File: config.mk
export PLATFORM = sky130hd
export DESIGN_NAME = boot_role_ctrl
export DESIGN_NICKNAME = d
export VERILOG_FILES = /design/src/rtl/boot_role_pkg.sv /design/src/rtl/boot_rst_sync.sv /design/src/rtl/boot_wait_timer.sv /design/src/rtl/boot_role_fsm.sv /design/src/rtl/boot_role_ctrl.sv
export SDC_FILE = /design/constraint.sdc
export NUM_CORES = 1
export LEC_CHECK = 0
export BUFFER_PORTS_ARGS = -buffer_cell sky130_fd_sc_hd__buf_2
export CAP_MARGIN = 10
export CORE_MARGIN = 1
export CORE_UTILIZATION = 58
export CTS_BUF_LIST = sky130_fd_sc_hd__clkbuf_8
export CTS_CLUSTER_DIAMETER = 200
export DETAILED_ROUTE_END_ITERATION = 10
export GPL_TIMING_DRIVEN = 0
export MAX_ROUTING_LAYER = met4
export PLACE_DENSITY = 0.88
export SLEW_MARGIN = 20
export SYNTH_ARGS = -nofsm -noshare
export SYNTH_HDL_FRONTEND = slang
export SYNTH_SLANG_ARGS = --single-unit
File: constraint.sdc
create_clock -name clk -period 2.12 [get_ports clk]
set_input_delay 0.53 -clock clk [delete_from_list [all_inputs] [get_ports clk]]
set_output_delay 0.53 -clock clk [all_outputs]
set_load 0.005 [all_outputs]
File: src/rtl/boot_role_pkg.sv
package boot_role_pkg;
    typedef enum logic [2:0] {
        S_WAIT, S_START, S_ADDR, S_STOP, S_LOAD, S_MIDLE, S_SLAVE
    } state_t;

    localparam logic [1:0] OP_START = 2'd0;
    localparam logic [1:0] OP_BYTE  = 2'd1;
    localparam logic [1:0] OP_STOP  = 2'd2;

    localparam logic [2:0] STAT_WAIT  = 3'd0;
    localparam logic [2:0] STAT_PROBE = 3'd1;
    localparam logic [2:0] STAT_LOAD  = 3'd2;
    localparam logic [2:0] STAT_MIDLE = 3'd3;
    localparam logic [2:0] STAT_SLAVE = 3'd4;
endpackage

File: src/rtl/boot_rst_sync.sv
module boot_rst_sync #(
    parameter int STAGES = 2
) (
    input  logic clk,
    input  logic rst_n_async,
    output logic rst_n_sync
);
    logic [STAGES-1:0] chain;

    always_ff @(posedge clk or negedge rst_n_async) begin
        if (!rst_n_async) chain <= '0;
        else              chain <= {chain[STAGES-2:0], 1'b1};
    end

    assign rst_n_sync = chain[STAGES-1];

    // the pad reset low always holds the internal reset
    always @(posedge clk) begin
        if (!rst_n_async)
            a_r1_reset_held: assert (!rst_n_sync);
    end
endmodule

File: src/rtl/boot_wait_timer.sv
module boot_wait_timer #(
    parameter int CYCLES = 20000
) (
    input  logic clk,
    input  logic rst_n,
    input  logic en,
    output logic expired
);
    localparam int CW = $clog2(CYCLES + 1);
    localparam logic [CW-1:0] LOAD_VAL = CW'(CYCLES - 1);

    logic [CW-1:0] cnt;

    always_ff @(posedge clk or negedge rst_n) begin
        if (!rst_n)                cnt <= LOAD_VAL;
        else if (en && cnt != '0)  cnt <= cnt - 1'b1;
    end

    assign expired = (cnt == '0);
endmodule

File: src/rtl/boot_role_fsm.sv
module boot_role_fsm
    import boot_role_pkg::*;
#(
    parameter logic [7:0] EE_WADDR = 8'hA0,
    parameter int         FMT_W    = 2
) (
    input  logic             clk,
    input  logic             rst_n,
    input  logic             probe_en,
    input  logic             timer_done,
    input  logic             cmd_done,
    input  logic             cmd_ack,
    input  logic             dl_done,
    input  logic [FMT_W-1:0] host_fmt,
    output logic             timer_en,
    output logic             cmd_valid,
    output logic [1:0]       cmd_op,
    output logic [7:0]       cmd_byte,
    output logic             scl_oe,
    output logic             sda_oe,
    output logic             is_master,
    output logic             dl_req,
    output logic [FMT_W-1:0] fmt_sel,
    output logic [2:0]       status
);
    localparam logic [FMT_W-1:0] FMT_I2S = '0;

    state_t state, state_nx;
    logic   ack_q, role_q, req_q;

    always_comb begin
        state_nx = state;
        unique case (state)
            S_WAIT:  if (!probe_en)       state_nx = S_SLAVE;
                     else if (timer_done) state_nx = S_START;
            S_START: if (cmd_done) state_nx = S_ADDR;
            S_ADDR:  if (cmd_done) state_nx = S_STOP;
            S_STOP:  if (cmd_done) state_nx = ack_q ? S_LOAD : S_SLAVE;
            S_LOAD:  if (dl_done)  state_nx = S_MIDLE;
            S_MIDLE: state_nx = S_MIDLE;
            S_SLAVE: state_nx = S_SLAVE;
            default: state_nx = S_WAIT;
        endcase
    end

    always_ff @(posedge clk or negedge rst_n) begin
        if (!rst_n) state <= S_WAIT;
        else        state <= state_nx;
    end

    always_ff @(posedge clk or negedge rst_n) begin
        if (!rst_n) begin
            ack_q  <= 1'b0;
            role_q <= 1'b0;
            req_q  <= 1'b0;
        end else begin
            req_q <= 1'b0;
            if (state == S_ADDR && cmd_done) ack_q <= cmd_ack;
            if (state == S_STOP && cmd_done && ack_q) begin
                role_q <= 1'b1;
                req_q  <= 1'b1;
            end
        end
    end

    always_comb begin
        timer_en  = (state == S_WAIT);
        cmd_valid = 1'b0;
        cmd_op    = OP_START;
        cmd_byte  = EE_WADDR;
        scl_oe    = 1'b0;
        fmt_sel   = FMT_I2S;
        status    = STAT_WAIT;
        unique case (state)
            S_WAIT:  status = STAT_WAIT;
            S_START: begin cmd_valid = 1'b1; cmd_op = OP_START; scl_oe = 1'b1; status = STAT_PROBE; end
            S_ADDR:  begin cmd_valid = 1'b1; cmd_op = OP_BYTE;  scl_oe = 1'b1; status = STAT_PROBE; end
            S_STOP:  begin cmd_valid = 1'b1; cmd_op = OP_STOP;  scl_oe = 1'b1; status = STAT_PROBE; end
            S_LOAD:  begin scl_oe = 1'b1; status = STAT_LOAD; end
            S_MIDLE: begin scl_oe = 1'b1; fmt_sel = host_fmt; status = STAT_MIDLE; end
            S_SLAVE: begin fmt_sel = host_fmt; status = STAT_SLAVE; end
            default: status = STAT_WAIT;
        endcase
    end

    assign sda_oe    = scl_oe;
    assign is_master = role_q;
    assign dl_req    = req_q;

    // pads released whenever internal reset is active
    always @(posedge clk) begin
        if (!rst_n)
            a_r2_pads_released: assert (!scl_oe && !sda_oe);
    end

    // commands only ever appear for the probing strap
    a_r4_no_cmd_without_strap: assert property (@(posedge clk) disable iff (!rst_n)
        cmd_valid |-> probe_en);

    // the byte sent is the EEPROM write address
    a_r3_probe_byte: assert property (@(posedge clk) disable iff (!rst_n)
        (cmd_valid && cmd_op == OP_BYTE) |-> cmd_byte == EE_WADDR);

    // the download request lasts one cycle and coincides with LOAD
    a_r5_req_pulse: assert property (@(posedge clk) disable iff (!rst_n)
        dl_req |=> !dl_req);
    a_r5_req_in_load: assert property (@(posedge clk) disable iff (!rst_n)
        dl_req |-> (status == STAT_LOAD && is_master));

    // I2S held until the download has finished
    a_r8_i2s_early: assert property (@(posedge clk) disable iff (!rst_n)
        (status == STAT_WAIT || status == STAT_PROBE || status == STAT_LOAD) |-> fmt_sel == FMT_I2S);

    // role is sticky
    a_r9_role_sticky: assert property (@(posedge clk) disable iff (!rst_n)
        is_master |=> is_master);
    a_r9_slave_final: assert property (@(posedge clk) disable iff (!rst_n)
        (status == STAT_SLAVE) |=> (status == STAT_SLAVE && !is_master));
endmodule

File: src/rtl/boot_role_ctrl.sv
module boot_role_ctrl
    import boot_role_pkg::*;
#(
    parameter int         CLK_HZ     = 50_000_000,
    parameter int         WAIT_US    = 400,
    parameter logic [6:0] PROBE_ADDR = 7'h34,
    parameter logic [7:0] EE_WADDR   = 8'hA0,
    parameter int         FMT_W      = 2
) (
    input  logic             clk,
    input  logic             rst_n,
    input  logic [6:0]       strap_addr,
    input  logic [FMT_W-1:0] host_fmt,
    input  logic             dl_done,
    input  logic             cmd_done,
    input  logic             cmd_ack,
    output logic             cmd_valid,
    output logic [1:0]       cmd_op,
    output logic [7:0]       cmd_byte,
    output logic             scl_oe,
    output logic             sda_oe,
    output logic             is_master,
    output logic             dl_req,
    output logic [FMT_W-1:0] fmt_sel,
    output logic [2:0]       status
);
    localparam int CYC_PER_US  = CLK_HZ / 1_000_000;
    localparam int WAIT_CYCLES = (CYC_PER_US * WAIT_US < 1) ? 1 : CYC_PER_US * WAIT_US;

    logic rst_i, timer_en, timer_done, probe_en;

    assign probe_en = (strap_addr == PROBE_ADDR);

    boot_rst_sync #(.STAGES(2)) u_sync (
        .clk(clk), .rst_n_async(rst_n), .rst_n_sync(rst_i)
    );

    boot_wait_timer #(.CYCLES(WAIT_CYCLES)) u_timer (
        .clk(clk), .rst_n(rst_i), .en(timer_en), .expired(timer_done)
    );

    boot_role_fsm #(.EE_WADDR(EE_WADDR), .FMT_W(FMT_W)) u_fsm (
        .clk(clk), .rst_n(rst_i), .probe_en(probe_en), .timer_done(timer_done),
        .cmd_done(cmd_done), .cmd_ack(cmd_ack), .dl_done(dl_done), .host_fmt(host_fmt),
        .timer_en(timer_en), .cmd_valid(cmd_valid), .cmd_op(cmd_op), .cmd_byte(cmd_byte),
        .scl_oe(scl_oe), .sda_oe(sda_oe), .is_master(is_master), .dl_req(dl_req),
        .fmt_sel(fmt_sel), .status(status)
    );
endmodule

Word-level counts from Yosys, hierarchy flattened
Cells that the tools add are included.
{ "classes": {"eq_ne": 12, "n_mux": 14, "reduce_logical": 11, "n_addsub": 1} }
{ "ops": {"columns": ["op", "n"], "rows": [
  ["3-bit case mux with 7 select lines", 1],
  ["3-bit two-way mux", 6],
  ["15-bit zero test", 1],
  ["15-bit nonzero test", 1],
  ["15-bit by 1-bit subtractor with 15-bit output (second input constant)", 1],
  ["3-bit case mux with 4 select lines", 1],
  ["3-bit equality test (second input constant)", 3],
  ["2-bit inequality test (second input constant)", 4],
  ["7-bit by 6-bit equality test with 1-bit output (second input constant)", 1],
  ["3-bit by 2-bit equality test with 1-bit output (second input constant)", 2],
  ["5-bit AND reduction", 1],
  ["5-bit OR reduction", 1],
  ["1-bit logical AND", 4],
  ["2-bit two-way mux", 2],
  ["2-bit case mux with 2 select lines", 1],
  ["3-bit by 1-bit equality test with 1-bit output (second input constant)", 1],
  ["3-bit zero test", 1],
  ["1-bit two-way mux", 3],
  ["3-bit inequality test (second input constant)", 1],
  ["3-bit OR reduction", 1],
  ["2-bit OR reduction", 1]
]} }
{ "word_totals": {"out_inout_bits": 20, "inputBits": 14, "wordCells": 44, "register_bits": 23} }

Longest topological paths before layout
Gate-level depths: netlist of the first run.
{ "logic_depth": {"depth_word": 4, "mapped_depth": 6, "mapped_depth_nobuf": 6} }

By module
Synthesis of the first run repeated with hierarchy kept, for this count alone.
{ "unflattened": {"cells_unflattened": 130, "hier_area_um2": 1338.8} }
{ "modules_own_cells": {"columns": ["mod", "area_each_um2", "instances", "cells_each", "seq_area_each_um2"], "rows": [
  ["boot_wait_timer", 785.8, 1, 69, 386.6],
  ["boot_role_fsm", 479.2, 1, 55, 150.1],
  ["boot_rst_sync", 53.8, 1, 3, 50.0],
  ["boot_role_ctrl", 20.0, 1, 3, 0.0]
]} }

Worst setup path before layout of the first run
Ideal clock, no wire load.
{ "synth_timing": {"path_type": "register -> register", "startpoint": "register u_timer.cnt[13]", "endpoint": "register u_timer.cnt[6]", "path_stages_with_launch": 5, "required_time_ps": 1981, "path_buffers": 0, "slack_ps": 506, "synth_period_minus_slack_ps": 1614, "setup_time_ps": 139, "arrival_ps": 1475, "path_cell_list": "dfrtp_1 -> or4_4 -> nor4_4 -> nor4b_1 -> xor2_1"} }
{ "synth_via": {"elab_chain_len": 2} }
{ "synth_rtl": {"columns": ["element", "line", "text"], "rows": [
  ["start, declared", "boot_wait_timer.sv:12", "logic [CW-1:0] cnt;"],
  ["start signal, assigned", "boot_wait_timer.sv:16", "else if (en && cnt != '0) cnt <= cnt - 1'b1;"],
  ["15-bit nonzero test", "boot_wait_timer.sv:16", null],
  ["1-bit logical AND", "boot_wait_timer.sv:16", null]
]} }
Every way passes these cells.
A chain may end at the register's enable or synchronous reset.

Worst setup path after layout of the first run
{ "layout_timing": {"startpoint": "register u_fsm.state[1]", "endpoint": "output cmd_op[0]"} }
{ "layout_via": {"elab_chain_len": 2, "elab_cells_between_ends": 3, "cone_classes": "2 x eq/ne; 1 x mux"} }
{ "layout_rtl": {"columns": ["element", "line", "text"], "rows": [
  ["start, declared", "boot_role_fsm.sv:28", "state_t state, state_nx;"],
  ["start signal, assigned", "boot_role_fsm.sv:48", "else state <= state_nx;"],
  ["3-bit by 2-bit equality test with 1-bit output", "boot_role_fsm.sv:74", "unique case (state)"],
  ["2-bit case mux with 2 select lines *", "boot_role_fsm.sv:74", null],
  ["end, declared", "boot_role_ctrl.sv:18", "output logic [1:0] cmd_op,"]
]} }
Every way passes the cells marked *; elsewhere a longest branch is shown, timed or not.

==> summary.md, run 1 <==
| Metric | Value |
|---|---|
| Number of global-route vias before repair | between 1000 and 1500 |
| Area of the multi-input gates | about 640 µm² |
| Crit path DAT | around 1.4 ns |
| Total CTS buffers | 3 |
| Area Growth Syn to Fin | 18.01% |
| Leakage | 0.0007167 µW |
| Final hold vios | 0 |
| Storage cell area | approximately 590 µm² |
| Worst Clk Skew | slightly below 0.005 ns |
| First-pass GRT wire length | between 4000 and 5000 µm |
| Initial Util | 63.55% |
| Global route total overflow | 0 |
| Yosys cell types | 38 |
| Maximum capacitance violations | 0 |
| Post-Route WL | between 2000 and 2500 µm |
| Final period util | 90.81% |
| Clock sink count | 23 |
| Commonest non-fill, non-tap cell in the layout | buf_2 |
| Max IR drop VDD | 0.8783 mV |
| CTS tree | yes |
| Min cycle time layout | 1.925 ns |
| # fillers | ~140 |
| Detailed-route via count | approximately 1000 |
| Startpoint types | flop |
| Critical Path RT | approximately 1.6 ns |
| Die Ht | roughly 49 µm |
| Ant diodes | 0 |
| CP Capture Type | primary output |
| Antenna-violating nets left | 0 |
| Core Area | 0.002022 mm² |
| I/O pins | 34 |
| Status | completed |
| CTS H-Tree Depth | 1 |
| Slew @ Worst Pin | between 0.8 and 0.9 ns |
| CTS Buffer Depth | 2 |
| Placed wire-length estimate | between 1500 and 2000 µm |
| HP Class | input pin to asynchronous set/reset pin |
| Nets | ~180 |
| DRC | 0 |
| Crit Path Class | flop to primary output |
| 1st-iter DRT viols | 14 |
| Post-synthesis instance total | roughly 130 |
| Register area share after synthesis | 45.67% |
| Gpl congestion | roughly 0.83 |
| Die X | slightly below 50 µm |
| Max Clk Rate | between 500 and 600 MHz |
| Worst-path clk slew | 0.07 ns |
| DP Area | between 0.001 and 0.0015 mm² |
| Routed vias/inst | 5.457 |
| Unrepaired setup endpoints after global routing | no |
| Pin count of the biggest net entering global routing | 22 |
| Die area | ~0.0024 mm² |
| Routed WL per cell | around 12 µm |
| Slew HR | ~47% |
| Post-route worst hold slack | ~0.036 ns |
| Initial antenna violation count | 0 |
| Pwr/cell area | approximately 1400 mW/mm² |
| Max-slew violation count | 0 |
| Share of post-route cells with drive strength above 1 | around 36% |
| I/O Buffers | 25 |
| Overall routing resource usage | roughly 25% |
| Cts hold-fix bufs | 0 |
| Drt first pass iters | 4 |
| Final Setup Violations | 0 |
| CTS Root Buffer Type | clkbuf_8 |
| Clk_lat worst skew | roughly 0.27 ns |
| Site Rows | 16 |
| Yosys warnings | 0 |
| Synth Register Bits | 23 |
| Most frequent cells in the layout | buf_2 (27), dfrtp_1 (14), nor2_1 (10) |
| Avg Cell Area, Syn | between 10 and 15 µm² |
| Setup TNS | 0 ns |
| Mapped Area | 0.001285 mm² |
| Max FO, Critical Path | 10 |
| Fin area | ~0.0015 mm² |
## area by class of cell
| class | instances | share of cell area [%] |
|---|---|---|
| Buffer | 12 | 5.446 |
| Clock buffer | 3 | 2.723 |
| Clock inverter | 1 | 0.2475 |
| Inverter | 2 | 0.4951 |
| Multi-Input combinational cell | 95 | 41.91 |
| Sequential cell | 23 | 38.70 |
| Tap cell | 27 | 2.228 |
| Timing Repair Buffer | 25 | 8.251 |
## worst paths after layout
check / start / to / slack, ns / cells past startpoint
max: u_fsm.state[1] / cmd_op[0] / 0.19 / 3
min: rst_n / u_sync.chain[1] / 0.04 / 1
max reg2reg: u_timer.cnt[13] / u_timer.cnt[1] / 0.29 / 4
min reg2reg: u_sync.chain[1] / u_timer.cnt[8] / 0.33 / 0
min in group clk: u_sync.chain[0] / u_sync.chain[1] / 0.36 / 0
max in group asynchronous: u_sync.chain[1] / u_timer.cnt[6] / 1.29 / 0
## through the flow
| step | cells | setup slack [ns] | total power [µW] | util [%] |
|---|---|---|---|---|
| after floorplan | 132 | 0.5055 | 1520 | - |
| after global placement | 184 | 0.3559 | 1740 | 72.71 |
| after detailed placement | 184 | 0.3179 | 1790 | 72.71 |
| after CTS | 188 | 0.09949 | 2056 | 74.94 |
| after global routing | 188 | 0.04168 | 2223 | 75.00 |
| final | 188 | 0.1949 | 2051 | 75.00 |
## power breakdown
group | switching [µW] | leakage [µW] | internal, µW
clock | 133 | 0.0000269 | 129
combinational | 473 | 0.000422 | 467
sequential | 196 | 0.000268 | 653
## sequential cells by signal (all words and copies together), names as in the netlist
signal / cells
u_timer.cnt: 15
u_fsm.state: 3
u_sync.chain: 2
u_fsm.is_master: 1
u_fsm.ack_q: 1
u_fsm.dl_req: 1
## Yosys cell counts
cell / number / share of area (%)
a21boi_0: 1 / 0.58
a21oi_1: 7 / 2.7
a311oi_1: 1 / 0.68
a32o_1: 1 / 0.78
and3_1: 3 / 1.5
buf_2: 2 / 0.78
buf_4: 9 / 5.3
clkbuf_1: 1 / 0.29
conb_1: 2 / 0.58
dfrtp_1: 14 / 27
dfstp_2: 9 / 18
ha_1: 1 / 0.97
inv_1: 2 / 0.58
mux2_2: 1 / 0.88
mux2i_1: 3 / 2.3
nand2_1: 9 / 2.6
nand3_1: 4 / 1.6
nand3b_1: 1 / 0.58
nand4_1: 2 / 0.97
nand4b_1: 2 / 1.4
nor2_1: 10 / 2.9
nor2b_1: 2 / 0.97
nor3_1: 4 / 1.6
nor3_4: 1 / 1.3
nor3b_1: 2 / 1.2
nor4_1: 4 / 1.9
nor4_4: 1 / 1.7
nor4b_1: 1 / 0.68
nor4b_4: 1 / 1.8
o211a_1: 1 / 0.78
o21ai_0: 3 / 1.2
o21ba_2: 1 / 0.78
o311ai_0: 1 / 0.68
or2_2: 2 / 0.97
or3_1: 2 / 0.97
or4_4: 2 / 1.8
xnor2_1: 6 / 4.1
xor2_1: 6 / 4.1
## cells by family after synthesis
| kind of cell | share of synthesized area (%) |
|---|---|
| buffers and inverters | 6.913 |
| muxes | 3.213 |
| and+or+nand+nor | 26.29 |
| xor gates and xnor gates | 8.179 |
| adders and majority gates | 0.9736 |
| DFF | 45.67 |
| other | 0.5844 |
| AOI/OAI and AO/OA | 8.179 |
## metal layers
layer,part of all wire [%],track usage (%),up-vias,routed length (µm)
met5,0,-,-,0
met1,42,29.27,497,991
met2,51,42.24,22,1202
li1,-,-,500,-
met4,2.2,8.824,0,51
met3,4.3,4.673,7,101
## worst max-delay path: stages, from the launching register on
cell     delay [ns]
dfrtp_1        0.44
buf_2          0.24
nor3b_1        0.28
buf_2          0.17
## timing repair
item | 4_1_cts | 5_1_grt
endpoints found under the setup margin | 0 | 1
buffers inserted | 0 | 0
resized for setup | 0 | 2
(Power assumes the default switching activity.)
==> inputs of run 2 (changes only) <==
--- a/config.mk
+++ b/config.mk
@@ -8,13 +8,13 @@
 export BUFFER_PORTS_ARGS = -buffer_cell sky130_fd_sc_hd__buf_2
 export CAP_MARGIN = 10
 export CORE_MARGIN = 1
-export CORE_UTILIZATION = 58
+export CORE_UTILIZATION = 35
 export CTS_BUF_LIST = sky130_fd_sc_hd__clkbuf_8
 export CTS_CLUSTER_DIAMETER = 200
 export DETAILED_ROUTE_END_ITERATION = 10
 export GPL_TIMING_DRIVEN = 0
 export MAX_ROUTING_LAYER = met4
-export PLACE_DENSITY = 0.88
+export PLACE_DENSITY = 0.58
 export SLEW_MARGIN = 20
 export SYNTH_ARGS = -nofsm -noshare
 export SYNTH_HDL_FRONTEND = slang
==> run 2 against run 1 <==
Sequential power about the same. Sequential share of layout area decreased by 0.57 points. Setup slack worse by 0.070 ns. Design area rose by 1.5%. Register-to-register slack better by 0.03 ns. Via count down 3.8%. Die area rose by 63%. Fmax fell by 3.5%. Sequential cell count unchanged. Clock skew barely moved. Count of clock-buffer cells in the layout did not move. Utilization fell by 30 points. Critical endpoint is now sda_oe. Largest cell class unchanged. Highest routed layer unchanged.
==> summary.md, run 2 (synthesized netlist as in run 1, its figures left out) <==
| Metric | Value |
|---|---|
| Status | completed |
| M3 GR Usage | 3.832% (-0.84 points) |
| First-pass GRT wire length | 4243 µm (-4.7%) |
| Post-Route WL | 2353 µm (+0.30%) |
| HP Class | input pin to asynchronous set/reset pin |
| Slew @ Worst Pin | 0.8373 ns (+0.03550 ns) |
| # fillers | 338 (+140%) |
| CTS Root Buffer Type | clkbuf_8 |
| Max Clk Rate | 501.3 MHz (-3.5%) |
| Critical-path cell list | clkbuf_1 > a21oi_1 > buf_4 > buf_2 |
| Site Rows | 21 (+5) |
| I/O Buffers | 25 (unchanged) |
| Core Area | 0.003416 mm² (+69%) |
| Overall routing resource usage | 13.79% (-11 points) |
| Non-Filler Instances | 207 (+10%) |
| CP Capture Type | primary output |
| CTS Buffer Depth | 2 (unchanged) |
| Leakage | 0.0007139 µW (-0.40%) |
| # resized after CTS | 0 (unchanged) |
| Commonest non-fill, non-tap cell in the layout | buf_2 |
| Worst Clk Skew | 0.005037 ns (+0.00006722 ns) |
| Max incr delay on CP | 0.47 ns (+0.03 ns) |
| Detailed-route via count | 987 (-3.8%) |
| Nets | 177 (unchanged) |
| Max FFs per register | 15 (unchanged) |
| Final Setup Violations | 0 (unchanged) |
| I/O pins | 34 (unchanged) |
| Ant diodes | 0 (unchanged) |
| Clock sink count | 23 (unchanged) |
| Unrepaired setup endpoints after global routing | no |
| Drt first pass iters | 4 (unchanged) |
| Routed vias/inst | 4.768 (-13%) |
| Pwr/cell area | 1323 mW/mm² (-2.2%) |
| Global route total overflow | 0 (unchanged) |
| Setup TNS | 0 ns (unchanged) |
| Worst-path clk slew | 0.07 ns (about the same) |
| DRC | 0 (unchanged) |
| Crit path DAT | 1.47 ns (+0.07 ns) |
| Clk_lat worst skew | 0.26 ns (about the same) |
| Cts hold-fix bufs | 0 (unchanged) |
| Initial antenna violation count | 0 (unchanged) |
| Placed cells | 203 (+10%) |
| 1st-iter DRT viols | 33 (+19) |
| Startpoint types | flop |
| Max FO, Critical Path | 10 (unchanged) |
| Die X | 62.59 µm (+28%) |
| Number of global-route vias before repair | 1013 (+1.1%) |
| Placed wire-length estimate | 1854 µm (+3.4%) |
| Pin count of the biggest net entering global routing | 22 (unchanged) |
| Total CTS buffers | 3 (unchanged) |
| Gr busiest metal | met2 |
| Routed WL per cell | 11.37 µm (-8.9%) |
| Maximum capacitance violations | 0 (unchanged) |
| Critical Path RT | 1.59 ns (about the same) |
| Most frequent cells in the layout | buf_2 (27), dfrtp_1 (14), nor2_1 (10) |
| Final period util | 94.10% (+3.3 points) |
| Number of buffers added for setup after CTS | 0 (unchanged) |
| Gpl congestion | 0.8099 (-2.3%) |
| Largest Register | u_timer.cnt |
| Slew HR | 44.18% (-2.4 points) |
| Die area | 0.003918 mm² (+63%) |
| Max-slew violation count | 0 (unchanged) |
| Grt met2 use | 24.86% (-17 points) |
| Die Ht | 62.59 µm (+28%) |
| CP max stage cell | dfrtp_1 |
| Final hold vios | 0 (unchanged) |
| Min cycle time layout | 1.995 ns (+0.06993 ns) |
| CTS tree | yes |
| Max IR drop VDD | 0.6149 mV (-30%) |
| Share of post-route cells with drive strength above 1 | 35.40% (-0.62 points) |
| Initial Util | 37.62% (-26 points) |
| Area Growth Syn to Fin | 19.77% |
| Met1 Use GR | 15.47% (-14 points) |
| Largest regs | u_timer.cnt x15, u_fsm.state x3, u_sync.chain x2 |
| Antenna-violating nets left | 0 (unchanged) |
| CTS H-Tree Depth | 1 (unchanged) |
| Crit Path Class | flop to primary output |
run 2: cell counts in the layout (fill, tap and decap cells not counted):
No cell type changed its count.
run 2: area by class of cell:
class | instances | area, µm² | share of cell area [%]
clock inverter | 1 | 3.754 | 0.2439
buffer | 12 | 81.33 | 5.285
sequential | 23 | 586.8 | 38.13
inverter | 2 | 7.507 | 0.4878
tap | 46 | 57.56 | 3.740
multi-input combinational | 95 | 635.6 | 41.30
timing repair buffer | 25 | 125.1 | 8.130
clock buffer | 3 | 41.29 | 2.683
run 2: path summary, 6_finish.rpt:
kind                            startpoint              end  slack [ns]  cells past startpoint
max in group asynchronous  u_sync.chain[1]   u_fsm.state[1]        1.25                      0
hold reg to reg            u_sync.chain[1]   u_timer.cnt[6]        0.35                      0
setup / recovery            u_fsm.state[2]           sda_oe        0.12                      4
min in group clk           u_sync.chain[0]  u_sync.chain[1]        0.36                      0
setup reg to reg            u_timer.cnt[5]   u_timer.cnt[1]        0.32                      4
hold / removal                       rst_n  u_sync.chain[0]        0.04                      1
run 2: critical path, delay by kind of cell, from the launching register on:
family                 cells  cell delay (ns)
buffers and inverters      3             0.58
flip-flops                 1             0.47
AO/OA/AOI/OAI              1             0.15
run 2: per-layer routing:
| layer | share of wire, % | vias to the layer above | routed length, µm |
|---|---|---|---|
| met3 | 5.1 | 2 | 120 |
| met1 | 46 | 456 | 1076 |
| met2 | 49 | 27 | 1150 |
| met4 | 0.25 | 0 | 6 |
| li1 | - | 502 | - |
| met5 | 0 | - | 0 |
run 2: through the flow:
stage	power [µW]	instance area [µm²]	hold slack (ns)	setup WS, ns	util (%)
final	2036	1539	0.04247	0.1250	45.05
after floorplan	1520	1311	0.2344	0.5055	-
after detailed placement	1791	1494	0.3156	0.3285	43.74
after global routing	2203	1539	0.02693	0.009332	45.05
after CTS	2058	1539	0.03609	0.1136	45.05
after global placement	1756	1494	0.3156	0.3078	43.74
run 2: power by group:
group	internal (µW)	leakage [µW]	switching (µW)
logic	465	0.000419	467
registers	653	0.000268	194
clock network	129	0.0000269	130
total	1250	0.000714	790
==> inputs of run 3 (changes only) <==
--- a/config.mk
+++ b/config.mk
@@ -7,6 +7,8 @@
 export LEC_CHECK = 0
 export BUFFER_PORTS_ARGS = -buffer_cell sky130_fd_sc_hd__buf_2
 export CAP_MARGIN = 10
+export CELL_PAD_IN_SITES_DETAIL_PLACEMENT = 0
+export CELL_PAD_IN_SITES_GLOBAL_PLACEMENT = 1
 export CORE_MARGIN = 1
 export CORE_UTILIZATION = 35
 export CTS_BUF_LIST = sky130_fd_sc_hd__clkbuf_8
@@ -14,7 +16,7 @@
 export DETAILED_ROUTE_END_ITERATION = 10
 export GPL_TIMING_DRIVEN = 0
 export MAX_ROUTING_LAYER = met4
-export PLACE_DENSITY = 0.58
+export PLACE_DENSITY = 0.72
 export SLEW_MARGIN = 20
 export SYNTH_ARGS = -nofsm -noshare
 export SYNTH_HDL_FRONTEND = slang
==> run 3 against run 2 <==
Clock power is 3% higher. Largest cell class unchanged. Register-to-register slack worse by 0.10 ns. Critical endpoint unchanged. Sequential power hardly changed. Highest routed layer unchanged. Critical path depth stayed put.
==> summary.md, run 3 (synthesized netlist as in run 1, its figures left out) <==
| Metric | Value |
|---|---|
| Crit path DAT | 1.48 ns (about the same) |
| Setup TNS | 0 ns (unchanged) |
| Commonest non-fill, non-tap cell in the layout | buf_2 |
| Die area | 0.003918 mm² (unchanged) |
| CTS tree | yes |
| Critical R2R Launch | u_timer.cnt[5] |
| CP max stage cell | dfrtp_1 |
| Post-route worst hold slack | 0.03601 ns (-0.006465 ns) |
| 1st-iter DRT viols | 32 (-3.0%) |
| Max IR drop VDD | 0.6728 mV (+9.4%) |
| Gpl congestion | 0.7366 (-9.1%) |
| Status | completed |
| CP Capture Type | primary output |
| Max incr delay on CP | 0.49 ns (+0.02 ns) |
| Max-slew violation count | 0 (unchanged) |
| First-pass GRT wire length | 4264 µm (+0.49%) |
| Area Growth Syn to Fin | 19.77% (unchanged) |
| Non-Filler Instances | 207 (unchanged) |
| Reg-to-Reg End | u_timer.cnt[1] |
| Final period util | 94.94% (+0.84 points) |
| Unrepaired setup endpoints after global routing | no |
| Ant diodes | 0 (unchanged) |
| Number of global-route vias before repair | 965 (-4.7%) |
| Crit Path Class | flop to primary output |
| Nets | 177 (unchanged) |
| I/O pins | 34 (unchanged) |
| Largest Register | u_timer.cnt |
| Clock sink count | 23 (unchanged) |
| Antenna-violating nets left | 0 (unchanged) |
| Number of buffers added for setup after CTS | 0 (unchanged) |
| Max FO, Critical Path | 10 (unchanged) |
| Share of post-route cells with drive strength above 1 | 35.40% (unchanged) |
| Worst-path clk slew | 0.07 ns (about the same) |
| Post-Route WL | 2414 µm (+2.6%) |
| I/O Buffers | 25 (unchanged) |
| Pin count of the biggest net entering global routing | 22 (unchanged) |
| Maximum capacitance violations | 0 (unchanged) |
| Worst Clk Skew | 0.004597 ns (-0.0004397 ns) |
| Placed cells | 203 (unchanged) |
| Max FFs per register | 15 (unchanged) |
| Fin area | 0.001539 mm² (unchanged) |
| Detailed-route via count | 976 (-1.1%) |
| R2R Setup Slk | 0.22 ns (-0.10 ns) |
| Die X | 62.59 µm (unchanged) |
| Most frequent cells in the layout | buf_2 (27), dfrtp_1 (14), nor2_1 (10) |
| Overall routing resource usage | 14.56% (+0.77 points) |
| Die Ht | 62.59 µm (unchanged) |
| Core Area | 0.003416 mm² (unchanged) |
| CTS Root Buffer Type | clkbuf_8 |
| Worst reg2reg path depth | 4 (unchanged) |
| Largest regs | u_timer.cnt x15, u_fsm.state x3, u_sync.chain x2 |
| Initial Util | 37.62% (unchanged) |
| Final Setup Violations | 0 (unchanged) |
| DRC | 0 (unchanged) |
| Global route total overflow | 0 (unchanged) |
| Initial antenna violation count | 0 (unchanged) |
| Max Clk Rate | 496.8 MHz (-0.88%) |
| Min cycle time layout | 2.013 ns (+0.01774 ns) |
| CTS H-Tree Depth | 1 (unchanged) |
| Startpoint types | flop |
| Clk_lat worst skew | 0.27 ns (about the same) |
| Final hold vios | 0 (unchanged) |
| Pwr/cell area | 1328 mW/mm² (+0.41%) |
| Routed WL per cell | 11.66 µm (+2.6%) |
| HP Class | input pin to asynchronous set/reset pin |
| Critical-path cell list | clkbuf_1 > a21oi_1 > buf_4 > buf_2 |
| Critical Path RT | 1.59 ns (about the same) |
| DP Area | 0.001494 mm² (unchanged) |
| # resized after CTS | 0 (unchanged) |
| Drt first pass iters | 4 (unchanged) |
| Slew @ Worst Pin | 0.8339 ns (-0.003439 ns) |
| Leakage | 0.0007139 µW (unchanged) |
| CTS Buffer Depth | 2 (unchanged) |
| Site Rows | 21 (unchanged) |
| Total CTS buffers | 3 (unchanged) |
| Slew HR | 44.41% (+0.23 points) |
| Placed wire-length estimate | 1828 µm (-1.4%) |
| Routed vias/inst | 4.715 (-1.1%) |
| Cts hold-fix bufs | 0 (unchanged) |
## run 3: where the power goes
group / switching, µW / internal, µW / leakage (µW) / total (µW)
Clock: 137 / 129 / 0.0000269 / 267
Combinational: 468 / 465 / 0.000419 / 932
Sequential: 193 / 653 / 0.000268 / 845
## run 3: metal layers
metal	part of all wire, %	routed length (µm)	track usage (%)	up-vias
li1	-	-	-	500
met1	45	1096	15.84	449
met2	48	1156	24.32	23
met3	4.8	116	4.745	4
met4	1.8	44	6.105	0
met5	0	0	-	-
## run 3: metrics by stage
step	total power, µW	util, %	worst slack [ns]
floorplan	1520	-	0.5055
global placement	1759	43.74	0.3158
detailed placement	1783	43.74	0.2731
CTS	2062	45.05	0.09514
global route	2217	45.05	0.002521
finish	2044	45.05	0.1073
## run 3: cell type report
| type | instances | area (µm²) |
|---|---|---|
| Fill cell | 336 | 1877 |
| Tap cell | 46 | 57.56 |
| Multi-Input combinational cell | 95 | 635.6 |
| Buffer | 12 | 81.33 |
| Inverter | 2 | 7.507 |
| Sequential cell | 23 | 586.8 |
| Clock inverter | 1 | 3.754 |
| Clock buffer | 3 | 41.29 |
| Timing Repair Buffer | 25 | 125.1 |
## run 3: critical path, delay by kind of cell (launching register included)
family,cells,cell delay (ns)
AO/OA/AOI/OAI,1,0.14
buffers and inverters,3,0.58
flip-flops,1,0.49
## run 3: worst max path at each step
stage                    startpoint              to  slack [ns]
floorplan           u_timer.cnt[13]  u_timer.cnt[6]        0.51
finish               u_fsm.state[2]          sda_oe        0.11
global route         u_fsm.state[2]          sda_oe       0.003
detailed placement   u_timer.cnt[5]  u_timer.cnt[1]        0.27
global placement    u_timer.cnt[13]  u_timer.cnt[1]        0.32
CTS                  u_fsm.state[2]          sda_oe         0.1
